[src/rtl/eds_pkg.sv]
package eds_pkg;

  localparam int unsigned WORD_BITS = 8;

  typedef enum logic [1:0] {
    ST_IDLE = 2'd0,
    ST_ADDR = 2'd1,
    ST_ACK  = 2'd2,
    ST_SEL  = 2'd3
  } eds_state_e;

  typedef enum logic {
    SPACE_MAIN   = 1'b0,
    SPACE_SERIAL = 1'b1
  } eds_space_e;

  typedef struct packed {
    logic start;
    logic stop;
    logic scl_rise;
    logic scl_fall;
    logic sda;
  } eds_bus_ev_t;

endpackage

[src/rtl/eds_line_sync.sv]
module eds_line_sync
  import eds_pkg::*;
#(
  parameter int unsigned SYNC_STAGES = 2
) (
  input  logic        clk,
  input  logic        rst_n,
  input  logic        scl_in,
  input  logic        sda_in,
  output eds_bus_ev_t ev
);

  logic [SYNC_STAGES-1:0] scl_chain_q, scl_chain_d;
  logic [SYNC_STAGES-1:0] sda_chain_q, sda_chain_d;
  logic scl_prev_q, sda_prev_q;
  logic scl_s, sda_s;

  generate
    if (SYNC_STAGES == 1) begin : g_single
      always_comb begin
        scl_chain_d = scl_in;
        sda_chain_d = sda_in;
      end
    end else begin : g_multi
      always_comb begin
        scl_chain_d = {scl_chain_q[SYNC_STAGES-2:0], scl_in};
        sda_chain_d = {sda_chain_q[SYNC_STAGES-2:0], sda_in};
      end
    end
  endgenerate

  assign scl_s = scl_chain_q[SYNC_STAGES-1];
  assign sda_s = sda_chain_q[SYNC_STAGES-1];

  // idle bus is high on both lines
  always_ff @(posedge clk or negedge rst_n) begin
    if (!rst_n) begin
      scl_chain_q <= '1;
      sda_chain_q <= '1;
      scl_prev_q  <= 1'b1;
      sda_prev_q  <= 1'b1;
    end else begin
      scl_chain_q <= scl_chain_d;
      sda_chain_q <= sda_chain_d;
      scl_prev_q  <= scl_s;
      sda_prev_q  <= sda_s;
    end
  end

  always_comb begin
    ev.start    = scl_s & scl_prev_q & sda_prev_q & ~sda_s;
    ev.stop     = scl_s & scl_prev_q & ~sda_prev_q & sda_s;
    ev.scl_rise = scl_s & ~scl_prev_q;
    ev.scl_fall = ~scl_s & scl_prev_q;
    ev.sda      = sda_s;
  end

endmodule

[src/rtl/eds_shifter.sv]
module eds_shifter #(
  parameter int unsigned WORD_BITS = 8,
  localparam int unsigned CNT_W = $clog2(WORD_BITS + 1)
) (
  input  logic                 clk,
  input  logic                 rst_n,
  input  logic                 clear,
  input  logic                 shift_en,
  input  logic                 bit_in,
  output logic [WORD_BITS-1:0] word,
  output logic                 full
);

  logic [WORD_BITS-1:0] word_q, word_d;
  logic [CNT_W-1:0]     cnt_q, cnt_d;

  assign full = (cnt_q == CNT_W'(WORD_BITS));
  assign word = word_q;

  always_comb begin
    word_d = word_q;
    cnt_d  = cnt_q;
    if (clear) begin
      cnt_d = '0;
    end else if (shift_en && !full) begin
      word_d = {word_q[WORD_BITS-2:0], bit_in};
      cnt_d  = cnt_q + CNT_W'(1);
    end
  end

  always_ff @(posedge clk or negedge rst_n) begin
    if (!rst_n) begin
      word_q <= '0;
      cnt_q  <= '0;
    end else begin
      word_q <= word_d;
      cnt_q  <= cnt_d;
    end
  end

endmodule

[src/rtl/eds_match.sv]
module eds_match
  import eds_pkg::*;
#(
  parameter int unsigned WBITS       = 8,
  parameter int unsigned SEL_BITS    = 3,
  parameter int unsigned MAIN_CODE   = 10,
  parameter int unsigned SERIAL_CODE = 11,
  localparam int unsigned TYPE_W = WBITS - SEL_BITS - 1
) (
  input  logic [WBITS-1:0]    word,
  input  logic [SEL_BITS-1:0] strap,
  output logic                hit,
  output eds_space_e          space,
  output logic                rd
);

  logic [TYPE_W-1:0]   type_f;
  logic [SEL_BITS-1:0] sel_f;
  logic is_main, is_serial, sel_ok;

  always_comb begin
    type_f    = word[WBITS-1 -: TYPE_W];
    sel_f     = word[SEL_BITS:1];
    is_main   = (type_f == TYPE_W'(MAIN_CODE));
    is_serial = (type_f == TYPE_W'(SERIAL_CODE));
    sel_ok    = (sel_f == strap);
    hit       = (is_main | is_serial) & sel_ok;
    space     = is_serial ? SPACE_SERIAL : SPACE_MAIN;
    rd        = word[0];
  end

endmodule

[src/rtl/eds_dev_select.sv]
module eds_dev_select
  import eds_pkg::*;
#(
  parameter int unsigned SYNC_STAGES = 2,
  parameter int unsigned SEL_BITS    = 3,
  parameter int unsigned MAIN_CODE   = 10,
  parameter int unsigned SERIAL_CODE = 11
) (
  input  logic                clk,
  input  logic                rst_n,
  input  logic                scl_in,
  input  logic                sda_in,
  input  logic [SEL_BITS-1:0] strap_sel,
  input  logic                wr_busy,
  output logic                sda_pull,
  output logic                sel_valid,
  output logic                sel_space,
  output logic                sel_read,
  output logic                sel_write_en
);

  // reset: asserted asynchronously, released on the clock
  logic [1:0] rst_q;
  logic       rst_sync_n;

  always_ff @(posedge clk or negedge rst_n) begin
    if (!rst_n) rst_q <= 2'b00;
    else        rst_q <= {rst_q[0], 1'b1};
  end
  assign rst_sync_n = rst_q[1];

  eds_bus_ev_t ev;

  eds_line_sync #(.SYNC_STAGES(SYNC_STAGES)) u_sync (
    .clk    (clk),
    .rst_n  (rst_sync_n),
    .scl_in (scl_in),
    .sda_in (sda_in),
    .ev     (ev)
  );

  logic                 sh_clear, sh_shift, sh_full;
  logic [WORD_BITS-1:0] sh_word;

  eds_shifter #(.WORD_BITS(WORD_BITS)) u_shift (
    .clk      (clk),
    .rst_n    (rst_sync_n),
    .clear    (sh_clear),
    .shift_en (sh_shift),
    .bit_in   (ev.sda),
    .word     (sh_word),
    .full     (sh_full)
  );

  logic       m_hit, m_rd;
  eds_space_e m_space;

  eds_match #(
    .WBITS       (WORD_BITS),
    .SEL_BITS    (SEL_BITS),
    .MAIN_CODE   (MAIN_CODE),
    .SERIAL_CODE (SERIAL_CODE)
  ) u_match (
    .word  (sh_word),
    .strap (strap_sel),
    .hit   (m_hit),
    .space (m_space),
    .rd    (m_rd)
  );

  eds_state_e state_q, state_d;
  eds_space_e space_q;
  logic       rd_q;
  logic       latch_en;

  always_comb begin
    state_d  = state_q;
    sh_clear = 1'b0;
    sh_shift = 1'b0;
    latch_en = 1'b0;
    if (ev.start) begin
      state_d  = ST_ADDR;
      sh_clear = 1'b1;
    end else if (ev.stop) begin
      state_d = ST_IDLE;
    end else begin
      unique case (state_q)
        ST_ADDR: begin
          sh_shift = ev.scl_rise;
          if (ev.scl_fall && sh_full) begin
            if (m_hit && !wr_busy) begin
              state_d  = ST_ACK;
              latch_en = 1'b1;
            end else begin
              state_d = ST_IDLE;
            end
          end
        end
        ST_ACK: begin
          if (ev.scl_fall) state_d = ST_SEL;
        end
        default: state_d = state_q;
      endcase
    end
  end

  always_ff @(posedge clk or negedge rst_sync_n) begin
    if (!rst_sync_n) begin
      state_q <= ST_IDLE;
      space_q <= SPACE_MAIN;
      rd_q    <= 1'b0;
    end else begin
      state_q <= state_d;
      if (latch_en) begin
        space_q <= m_space;
        rd_q    <= m_rd;
      end
    end
  end

  assign sda_pull     = (state_q == ST_ACK);
  assign sel_valid    = (state_q == ST_ACK) || (state_q == ST_SEL);
  assign sel_space    = space_q;
  assign sel_read     = rd_q;
  assign sel_write_en = sel_valid && (space_q == SPACE_MAIN) && !rd_q;

endmodule

[config.mk]
export PLATFORM = sky130hd
export DESIGN_NAME = eds_dev_select
export DESIGN_NICKNAME = d
export VERILOG_FILES = /design/src/rtl/eds_pkg.sv /design/src/rtl/eds_line_sync.sv /design/src/rtl/eds_shifter.sv /design/src/rtl/eds_match.sv /design/src/rtl/eds_dev_select.sv
export SDC_FILE = /design/constraint.sdc
export NUM_CORES = 1
export LEC_CHECK = 0
export BUFFER_PORTS_ARGS = -buffer_cell sky130_fd_sc_hd__buf_2
export CAP_MARGIN = 5
export CORE_MARGIN = 2
export CORE_UTILIZATION = 59
export DETAILED_ROUTE_END_ITERATION = 10
export PLACE_DENSITY = 0.91
export SKIP_LAST_GASP = 1
export SYNTH_ARGS = -nofsm -noshare
export SYNTH_HDL_FRONTEND = slang
export SYNTH_SLANG_ARGS = --single-unit
[constraint.sdc]
create_clock -name clk -period 2.5 [get_ports clk]
set_clock_uncertainty 0.15 [all_clocks]
set_input_delay 0 -clock clk [delete_from_list [all_inputs] [get_ports clk]]
set_output_delay 0 -clock clk [all_outputs]
set_load 0.005 [all_outputs]
==> impl_metrics.tcl <==
set metrics [dict create \
    netlist_area_um2 1076 \
    ios 13 \
    portBuffers 12 \
    grt_pass1_wl_um 2877 \
    cts_tree "yes" \
    antenna_found_initial 0 \
    critical_path.startpoint_type "flop" \
    gp_congestion 0.7453 \
    numCtsBuffers 3 \
    die_y_um 46.71 \
    viasPerCell 5.583 \
    cp_data_arrival_time_ps 1940 \
    drt_first_pass_iters 4 \
    die_area_um2 2181 \
    ys_types 30 \
    htree_levels 1 \
    grt_max_degree 23 \
    setup_viol 0 \
    synth_cells 77 \
    drive_above_1_share 0.3789 \
    synthArstFlopShare 1.000 \
    synthAdderAreaFrac 0.02326 \
    cp.required_ps 2560 \
    area_growth_pct 13.26 \
    yosys.area_share.simple 0.1663 \
    max-cap-violations 0 \
    p_per_area_nw_per_um2 803.1 \
    fmax_mhz 532.2 \
    ys_seq_area_frac 0.5651 \
    start_util 0.6232 \
    clk_pin_slew_ps 120 \
    clk-insertion-delay-late_ps 310 \
    num_rows 15 \
    synthMuxAreaShare 0.1326 \
    synth-xor-area-share 0.03256 \
    multi_input_area_um2 445.4 \
    ant_nets 0 \
    drc 0 \
    worstMarginPinSlew_ps 826.5 \
    worst-setup-path-type "flop to flop" \
    final-hold-violation-count 0 \
    wl_um 1744 \
    antennaDiodeCount 0 \
    max-vdd-ir-drop_mv 0.5657 \
    grt_pass1_vias 626 \
    regArea_um2 608.1 \
    synth_fp_nets 87 \
    drt_iter0_markers 20 \
    grt_usage 0.1940 \
    dp_hpwl_um 1291 \
    synth_edf_count 0 \
    fp.coreArea_um2 1727 \
    root_buffer "clkbuf_4" \
    cts_sinks 24 \
    critPathMaxStageDelay_ps 440 \
    synth_top_family_by_area "simple AND/OR/NAND/NOR gates" \
    p_leak_nw 0.5714 \
    cts_resized 0 \
    fillers 130 \
    syn_avg_cell_area_um2 13.97 \
    num_vias 670 \
    slowest_stage "dfrtp_1" \
    die_width_um 46.71 \
    ys_ff_latch 24 \
    cp_cell_sequence "inv_1, ha_1, and3b_1, nand4b_1, nor4_4, mux2_4" \
    holdWs_ps 53.77 \
    fin_util 0.7058 \
    rsz0062_at_grt "no" \
    synth_ff_type "dfrtp_1" \
    finalSetupTns_ps 0 \
    finalCriticalPeriod_ps 1879 \
    hp-class "input port to flop" \
    wl_per_cell_um 14.53 \
    layout.nets 106 \
    synth_compound_area_frac 0.05581 \
    status "complete, no violations" \
    final_max_slew_viol_count 0 \
    relSlewSlack 0.4490 \
    crit_path_end_kind "flop" \
    gr-total-overflow 0 \
    crit_fanout 5 \
    clockBufferDepth 2 \
    yosysWarnings 0 \
    min_period_over_period 0.7516 \
]
==> per-stage QoR <==
stage / setup slack, ps / total power, W / cells / cell area, µm²
after global routing: 511.9 / 0.001038 / 120 / 1219
after floorplan: 756.9 / 0.0007434 / 77 / 1076
after detailed placement: 631.2 / 0.0008144 / 112 / 1152
after global placement: 715.8 / 0.0007774 / 112 / 1152
after CTS: 613.1 / 0.0009913 / 120 / 1219
final: 620.9 / 0.0009787 / 120 / 1219
==> worst paths after layout <==
kind | slack [ps] | cells after the start | to | start
worst max-delay path | 620 | 6 | sel_read$_DFFE_PN0P_ | u_shift.cnt_q[0]$_DFFE_PN0P_
worst min-delay path | 50 | 5 | state_q[1]$_DFFE_PN0P_ | wr_busy
worst max register to register | 620 | 6 | sel_read$_DFFE_PN0P_ | u_shift.cnt_q[0]$_DFFE_PN0P_
worst min register to register | 200 | 0 | u_shift.word[1]$_DFFE_PN0P_ | rst_q[1]$_DFF_PN0_
max in group asynchronous | 1490 | 0 | u_shift.cnt_q[2]$_DFFE_PN0P_ | rst_q[1]$_DFF_PN0_
min in group asynchronous | 200 | 0 | u_shift.word[1]$_DFFE_PN0P_ | rst_q[1]$_DFF_PN0_
==> cells in the final DEF (no fill, tap or decap), types with 4 or more instances in the layout <==
master	Yosys	layout
buf_2	0	12
dfrtp_1	18	18
dfstp_2	6	6
dlygate4sd3_1	0	4
mux2_4	8	8
nand3_1	7	7
o21ai_0	4	4
==> area by class of cell <==
type,instances,area share
multi-input combinational,49,0.3655
clock buffer,4,0.02156
tap,25,0.02567
inverter,2,0.006160
sequential,24,0.4990
timing repair buffer,16,0.08214
==> kinds of logic after synthesis <==
logic type / after synthesis
buffers and inverters: 4
flip-flops: 24
other: 1
adder cells (fa/ha/maj): 2
AND/OR/NAND/NOR: 23
AO/OA/AOI/OAI: 9
multiplexers: 10
XOR/XNOR: 4
==> power by group <==
group	internal [W]	switching (W)
registers	0.000482	0.000103
clock network	0.0000623	0.000107
logic	0.000136	0.0000880
==> Yosys cell counts (2+ instances only) <==
cell type	n	area, µm²
dfrtp_1	18	450.4
mux2_4	8	120.1
nand3_1	7	35.03
dfstp_2	6	157.7
o21ai_0	4	20.02
nand2_1	3	11.26
nand4b_1	3	26.28
xor2_1	3	26.28
ha_1	2	25.02
inv_1	2	7.510
mux2_2	2	22.52
==> state kept, by name (all words and copies together) (netlist names) <==
register,count
rst_q,2
state_q,2
u_sync.sda_prev_q,1
u_sync.scl_chain_q,2
sel_read,1
u_sync.scl_prev_q,1
u_shift.word,8
sel_space,1
u_sync.sda_chain_q,2
u_shift.cnt_q,4
==> layer usage <==
| layer | vias up | share of wire | GRT usage |
|---|---|---|---|
| li1 | 314 | - | - |
| met4 | 0 | 0.0080 | 0.1000 |
| met3 | 2 | 0.032 | 0.03529 |
| met1 | 335 | 0.46 | 0.2544 |
| met5 | - | 0 | 0 |
| met2 | 19 | 0.50 | 0.3083 |
==> critical path, delay by kind of cell, from the launching register on <==
| kind | cells | cell delay [ps] |
|---|---|---|
| AND/OR/NAND/NOR | 3 | 640 |
| adder cells (fa/ha/maj) | 1 | 160 |
| buffers and inverters | 1 | 70 |
| multiplexers | 1 | 330 |
| flip-flops | 1 | 440 |
==> what timing repair did <==
action                                 in CTS  in global routing
hold buffers                                4                  0
buffers inserted                            0                  0
endpoints found under the hold margin       4                  0
(Power assumes the default switching activity.)
